[src/rtl/slice_pkg.sv]
package slice_pkg;

    typedef enum logic {
        SLICE_HALF = 1'b0,
        SLICE_FULL = 1'b1
    } slice_mode_e;

    // number of items the slice can hold in a given mode
    function automatic int unsigned stage_count(slice_mode_e m);
        return (m == SLICE_FULL) ? 2 : 1;
    endfunction

endpackage

[src/rtl/slice_hold_reg.sv]
module slice_hold_reg #(
    parameter int W = 32
) (
    input  logic         clk,
    input  logic         rst,
    input  logic         load,
    input  logic [W-1:0] d,
    output logic [W-1:0] q
);
    always_ff @(posedge clk) begin
        if (rst)       q <= '0;
        else if (load) q <= d;
    end
endmodule

[src/rtl/slice_half_ctl.sv]
module slice_half_ctl #(
    parameter int W = 32
) (
    input  logic         clk,
    input  logic         rst,
    input  logic         s_valid,
    output logic         s_ready,
    input  logic [W-1:0] s_data,
    output logic         m_valid,
    input  logic         m_ready,
    output logic [W-1:0] m_data
);
    typedef struct packed {
        logic full;
        logic rdy;
    } half_state_t;

    half_state_t st_q, st_d;
    logic        take;

    assign take = s_valid && st_q.rdy;

    always_comb begin
        st_d.full = take ? 1'b1 : (st_q.full && !m_ready);
        st_d.rdy  = !st_d.full;
    end

    always_ff @(posedge clk) begin
        if (rst) st_q <= '0;
        else     st_q <= st_d;
    end

    slice_hold_reg #(.W(W)) u_out (
        .clk(clk), .rst(rst), .load(take), .d(s_data), .q(m_data)
    );

    assign m_valid = st_q.full;
    assign s_ready = st_q.rdy;
endmodule

[src/rtl/slice_full_ctl.sv]
module slice_full_ctl #(
    parameter int W = 32
) (
    input  logic         clk,
    input  logic         rst,
    input  logic         s_valid,
    output logic         s_ready,
    input  logic [W-1:0] s_data,
    output logic         m_valid,
    input  logic         m_ready,
    output logic [W-1:0] m_data
);
    typedef struct packed {
        logic out_full;
        logic spare_full;
        logic rdy;
    } full_state_t;

    full_state_t  st_q, st_d;
    logic         take, out_free;
    logic         ld_out, ld_spare, from_spare;
    logic [W-1:0] spare_q, out_d;

    assign take     = s_valid && st_q.rdy;
    assign out_free = !st_q.out_full || m_ready;

    always_comb begin
        st_d       = st_q;
        ld_out     = 1'b0;
        ld_spare   = 1'b0;
        from_spare = 1'b0;
        if (out_free) begin
            if (st_q.spare_full) begin
                st_d.out_full   = 1'b1;
                st_d.spare_full = 1'b0;
                ld_out          = 1'b1;
                from_spare      = 1'b1;
            end else if (take) begin
                st_d.out_full = 1'b1;
                ld_out        = 1'b1;
            end else begin
                st_d.out_full = 1'b0;
            end
        end else if (take) begin
            st_d.spare_full = 1'b1;
            ld_spare        = 1'b1;
        end
        st_d.rdy = !st_d.spare_full;
    end

    always_ff @(posedge clk) begin
        if (rst) st_q <= '0;
        else     st_q <= st_d;
    end

    assign out_d = from_spare ? spare_q : s_data;

    slice_hold_reg #(.W(W)) u_spare (
        .clk(clk), .rst(rst), .load(ld_spare), .d(s_data), .q(spare_q)
    );

    slice_hold_reg #(.W(W)) u_out (
        .clk(clk), .rst(rst), .load(ld_out), .d(out_d), .q(m_data)
    );

    assign m_valid = st_q.out_full;
    assign s_ready = st_q.rdy;
endmodule

[src/rtl/axi_reg_slice.sv]
module axi_reg_slice #(
    parameter slice_pkg::slice_mode_e MODE = slice_pkg::SLICE_FULL,
    parameter int W = 32
) (
    input  logic         clk,
    input  logic         rst,
    input  logic         s_valid,
    output logic         s_ready,
    input  logic [W-1:0] s_data,
    output logic         m_valid,
    input  logic         m_ready,
    output logic [W-1:0] m_data
);
    generate
        if (MODE == slice_pkg::SLICE_FULL) begin : g_full
            slice_full_ctl #(.W(W)) u_ctl (
                .clk(clk), .rst(rst),
                .s_valid(s_valid), .s_ready(s_ready), .s_data(s_data),
                .m_valid(m_valid), .m_ready(m_ready), .m_data(m_data)
            );
        end else begin : g_half
            slice_half_ctl #(.W(W)) u_ctl (
                .clk(clk), .rst(rst),
                .s_valid(s_valid), .s_ready(s_ready), .s_data(s_data),
                .m_valid(m_valid), .m_ready(m_ready), .m_data(m_data)
            );
        end
    endgenerate
endmodule

[config.mk]
export PLATFORM = sky130hd
export DESIGN_NAME = axi_reg_slice
export DESIGN_NICKNAME = d
export VERILOG_FILES = /design/src/rtl/slice_pkg.sv /design/src/rtl/slice_hold_reg.sv /design/src/rtl/slice_half_ctl.sv /design/src/rtl/slice_full_ctl.sv /design/src/rtl/axi_reg_slice.sv
export SDC_FILE = /design/constraint.sdc
export NUM_CORES = 1
export LEC_CHECK = 0
export BUFFER_PORTS_ARGS = -buffer_cell sky130_fd_sc_hd__buf_2
export CAP_MARGIN = 20
export CORE_MARGIN = 2
export CORE_UTILIZATION = 50
export DETAILED_ROUTE_END_ITERATION = 8
export MAX_ROUTING_LAYER = met4
export PLACE_DENSITY = 0.75
export SYNTH_ARGS = -nofsm -noshare
export SYNTH_HDL_FRONTEND = slang
export SYNTH_SLANG_ARGS = --single-unit
[constraint.sdc]
create_clock -name clk -period 3.7 [get_ports clk]
set_input_delay 0.185 -clock clk [delete_from_list [all_inputs] [get_ports clk]]
set_output_delay 0.185 -clock clk [all_outputs]
set_load 0.02 [all_outputs]
=== After elaboration in Yosys (flattened, before gate mapping) ===
Index checks and enable logic that the tools add are counted.

* Flip-flop bits (word level): 67
* Input port bits: 36
* Output and inout bits: 34
* Word-level logic and storage cells: 18

* Muxes and demuxes: 9
* Reductions and logical operators: 4

{| class="wikitable"
|+ Operators with widths
! cell !! number
|-
| $mux 32 || 1
|-
| $mux 1 || 8
|-
| $logic_not 1->1 || 2
|-
| $logic_and 1x1->1 || 1
|-
| $logic_or 1x1->1 || 1
|}

=== Longest topological paths before layout ===
* Word-level depth: 4
* Mapped depth: 6
* Gate-level depth less buffers: 3

=== By module ===
From an unflattened synthesis, not the netlist that was laid out.

* Cells, all modules: 255
* Area, all modules: 2984.1 µm²

{| class="wikitable"
|+ Modules (own cells, without submodules)
! module !! instances !! cells each !! area each (µm²) !! sequential area each (µm²)
|-
| slice_hold_reg || 2 || 103 || 1163.6 || 640.6
|-
| slice_full_ctl || 1 || 49 || 656.9 || 60.1
|}

=== Least setup slack after synthesis ===
Ideal clock, no wire load.

* Kind: register to register
* From: reg g_full.u_ctl.st_q (netlist bit g_full.u_ctl.m_valid)
* To: reg g_full.u_ctl.u_out.q[0]
* Library setup time: 0.081 ns
* Arrival time: 1.221 ns
* Required time: 3.619 ns
* Path slack: 2.397 ns
* Stages on the path, launching flop included: 7
* Buffers on the path: 3
* Clock period less this slack: 1.303 ns
* Path through: dfxtp_1 nand2b_1 buf_2 and2_4 buf_6 buf_12 a211oi_2

* Longest elaborated chain between the ends: 4

{| class="wikitable"
|+ RTL lines
! element !! RTL line !! source
|-
| start, declared || slice_full_ctl.sv:19 || <nowiki>full_state_t st_q, st_d;</nowiki>
|-
| start signal, assigned || slice_full_ctl.sv:53 || <nowiki>else st_q <= st_d;</nowiki>
|-
| $logic_not 1->1 (*) || slice_full_ctl.sv:25 || <nowiki>assign out_free = !st_q.out_full || m_ready;</nowiki>
|-
| $logic_or 1x1->1 (*) || slice_full_ctl.sv:25 ||
|-
| $mux 1 || slice_full_ctl.sv:32 || <nowiki>if (out_free) begin</nowiki>
|-
| $mux 32 || slice_full_ctl.sv:56 || <nowiki>assign out_d = from_spare ? spare_q : s_data;</nowiki>
|-
| end signal, assigned || slice_hold_reg.sv:11 || <nowiki>if (rst) q <= '0;</nowiki>
|-
| end signal, assigned || slice_hold_reg.sv:12 || <nowiki>else if (load) q <= d;</nowiki>
|-
| end, declared || slice_hold_reg.sv:8 || <nowiki>output logic [W-1:0] q</nowiki>
|}

Every way passes the cells marked *; elsewhere a longest branch is shown, timed or not.
A chain may end at the register's enable or synchronous reset.

=== Worst setup path after layout ===
* From: reg g_full.u_ctl.st_q (netlist bit g_full.u_ctl.s_ready)
* To: reg g_full.u_ctl.u_out.q[1]

* Longest elaborated chain between the ends: 4

{| class="wikitable"
|+ RTL lines
! element !! RTL line !! source
|-
| $logic_and 1x1->1 || slice_full_ctl.sv:24 || <nowiki>assign take = s_valid && st_q.rdy;</nowiki>
|-
| $mux 1 || slice_full_ctl.sv:38 || <nowiki>end else if (take) begin</nowiki>
|-
| $mux 1 || slice_full_ctl.sv:33 || <nowiki>if (st_q.spare_full) begin</nowiki>
|-
| $mux 1 || slice_full_ctl.sv:32 ||
|}

No other way between the ends.

==> flow_summary.toml <==
[timing]
hold_viol = 0
finalSetupViolations = 0
tightest_slew_ns = 1.03
period_minus_slack_ns = 1.68
tns_ns = 0
clock_skew_ns = 0.00682
fmax_mhz = 595
drv_slew = 0
max_slew_margin_pct = 31.6
hold_slack_ns = 0.0909
rsz0062_at_grt = "false"
finalCritPeriodShare_pct = 45.4
setup_ws_ns = 2.02

[clock_network]
path_clk_slew_ns = 0.07
cts_buffer_depth = 2
cts_tree = "done"
cts.sinks = 67
insertion_delay_ns = 0.34
postCtsHoldBufs = 0
cts_inserted_buffers = 9
htree_levels = 3
post_cts_resized = 0
root_buffer = "clkbuf_8"
postCtsSetupBuffers = 0

[floorplanning]
coreArea_mm2 = 0.00551
ios = 70
initial_core_util_pct = 52.1
die_area_mm2 = 0.00635
die-height_um = 79.7
dieWidth_um = 79.7
std_cell_rows = 27

[yosys]
synth_xor_area_share_pct = 0
synth-simple-area-share_pct = 10.0
synthTopCellsByArea = "dfxtp_1 (47%), a211oi_2 (13%), a21oi_1 (12%)"
synth_top_cell_by_area = "dfxtp_1"
synth_compound_area_share_pct = 25.7
post_synth_fa_ha_maj_area_fraction_pct = 0
synth_nets = 334
synth.yosys.seq_area_share_pct = 46.8
syn_area_mm2 = 0.00287
synth_top_family_by_area = "compound AO/OA/AOI/OAI gates"
muxShareOfSynthArea_pct = 11.2
syn-instance-count = 298
yosysWarnings = 0
avgSynthCellArea_um2 = 9.62
synth_top_area_share_pct = 46.8
ys_ff_latch = 67
synth_cell_types = 18

[pwr]
peakVddDrop_uv = 275
leakagePower_nw = 1.22
p_total_mw = 1.54
powerDensity_mw_per_mm2 = 461

[finish]
stdcell_count = 429
final_cell_mix = "buf_2 (69), a21oi_1 (66), dfxtp_1 (66)"
utilization_pct = 60.8
drive_gt1_share_pct = 33.6
n_fill_cell = 491
n_antenna_cell = 0
final_common_cell = "buf_2"
final_nets = 390
final_area_mm2 = 0.00335
area_delta_synth_final_pct = 16.8

[placement]
portBuffers = 69
hpwl_mm = 3.78
placed_cells = 414
place_area_mm2 = 0.00315
place_ws_ns = 1.89
place.gp.congestion = 0.720

[global_routing]
grt_first_pass_wirelength_mm = 10.1
antenna_found_initial = 0
grt_pass1_vias = 2189
track_usage_pct = 21.2
grt_overflow = 0
grt_max_degree = 46

[route]
viasPerCell = 5.39
totalWireLength_mm = 6.28
drc = 0
drt-initial-drc-count = 139
vias = 2313
ant_nets = 0
firstDrtPassIters = 4
post_drt_wl_per_cell_um = 14.6

[outcome]
status = "completed"

[critical_path]
crit_path_start_kind = "register"
cp_max_fo = 33
critPathRequiredTime_ns = 3.88
worstSetupEndpointType = "register"
worstSetupPathType = "register to register"
crit_arrival_ns = 1.86

[run]
max-cap-violations = 0

[worst_hold_path]
hold_path_class = "input pin to register"
## final cells by class
type / instances / area [um^2] / share of cell area [%]
Multi-Input combinational cell: 202 / 1340 / 40.1
Sequential cell: 67 / 1340 / 40.1
Clock inverter: 3 / 40.0 / 1.20
Timing Repair Buffer: 74 / 390 / 11.7
Clock buffer: 11 / 141 / 4.22
Tap cell: 72 / 90.1 / 2.69
## flip-flops by register name (all words and copies together) (netlist names)
signal and cells:
g_full.u_ctl.u_spare.q 32, g_full.u_ctl.s_ready 1, g_full.u_ctl.u_out.q 32, g_full.u_ctl.st_q 1, g_full.u_ctl.m_valid 1
## worst max-delay path: stages, from the launching register on
cell and delay [ns]:
dfxtp_1 0.41, a21o_4 0.38, and2_4 0.58, a211oi_2 0.14
## worst paths after layout
path              cells after the start  slack [ns]                         to                       from
setup / recovery                      3        2.02    g_full.u_ctl.u_out.q[1]       g_full.u_ctl.s_ready
hold / removal                        3        0.09  g_full.u_ctl.u_spare.q[3]                  s_data[3]
setup reg to reg                      3        2.02    g_full.u_ctl.u_out.q[1]       g_full.u_ctl.s_ready
hold reg to reg                       2        0.45  g_full.u_ctl.u_spare.q[0]  g_full.u_ctl.u_spare.q[0]
## power by group
part	switching, mW	internal [mW]	total, mW	leakage [nW]
clock	0.255	0.320	0.575	0.0950
sequential	0.0161	0.752	0.768	0.547
combinational	0.125	0.0750	0.201	0.576
total	0.397	1.15	1.54	1.22
## cells in the mapped netlist
cell type and number:
dfxtp_1 67, a21oi_1 66, nand2_1 64, mux2i_1 32, a211oi_2 30, clkbuf_1 15, buf_2 8, buf_12 3
a211oi_1 2, buf_6 2, nor2_1 2, a21o_4 1, and2_4 1, and4b_1 1, buf_1 1, nand2b_1 1
nand4b_1 1, nor3_1 1
## logic make-up (layout without fill, tap and decap cells)
logic type | after synthesis | count (layout)
AO/OA/AOI/OAI | 99 | 99
buffers and inverters | 29 | 88
flip-flops | 67 | 67
multiplexers | 32 | 32
AND/OR/NAND/NOR | 71 | 71
## routing by layer
layer	global-route usage (%)	share of wire, %	vias up	wire (um)
met1	25.3	45	1103	2840
met4	5.34	0.97	0	61
met2	34.5	49	50	3090
met5	-	0	-	0
met3	7.47	4.7	6	295
li1	-	-	1154	-
Power figures use the tool's default switching activity.
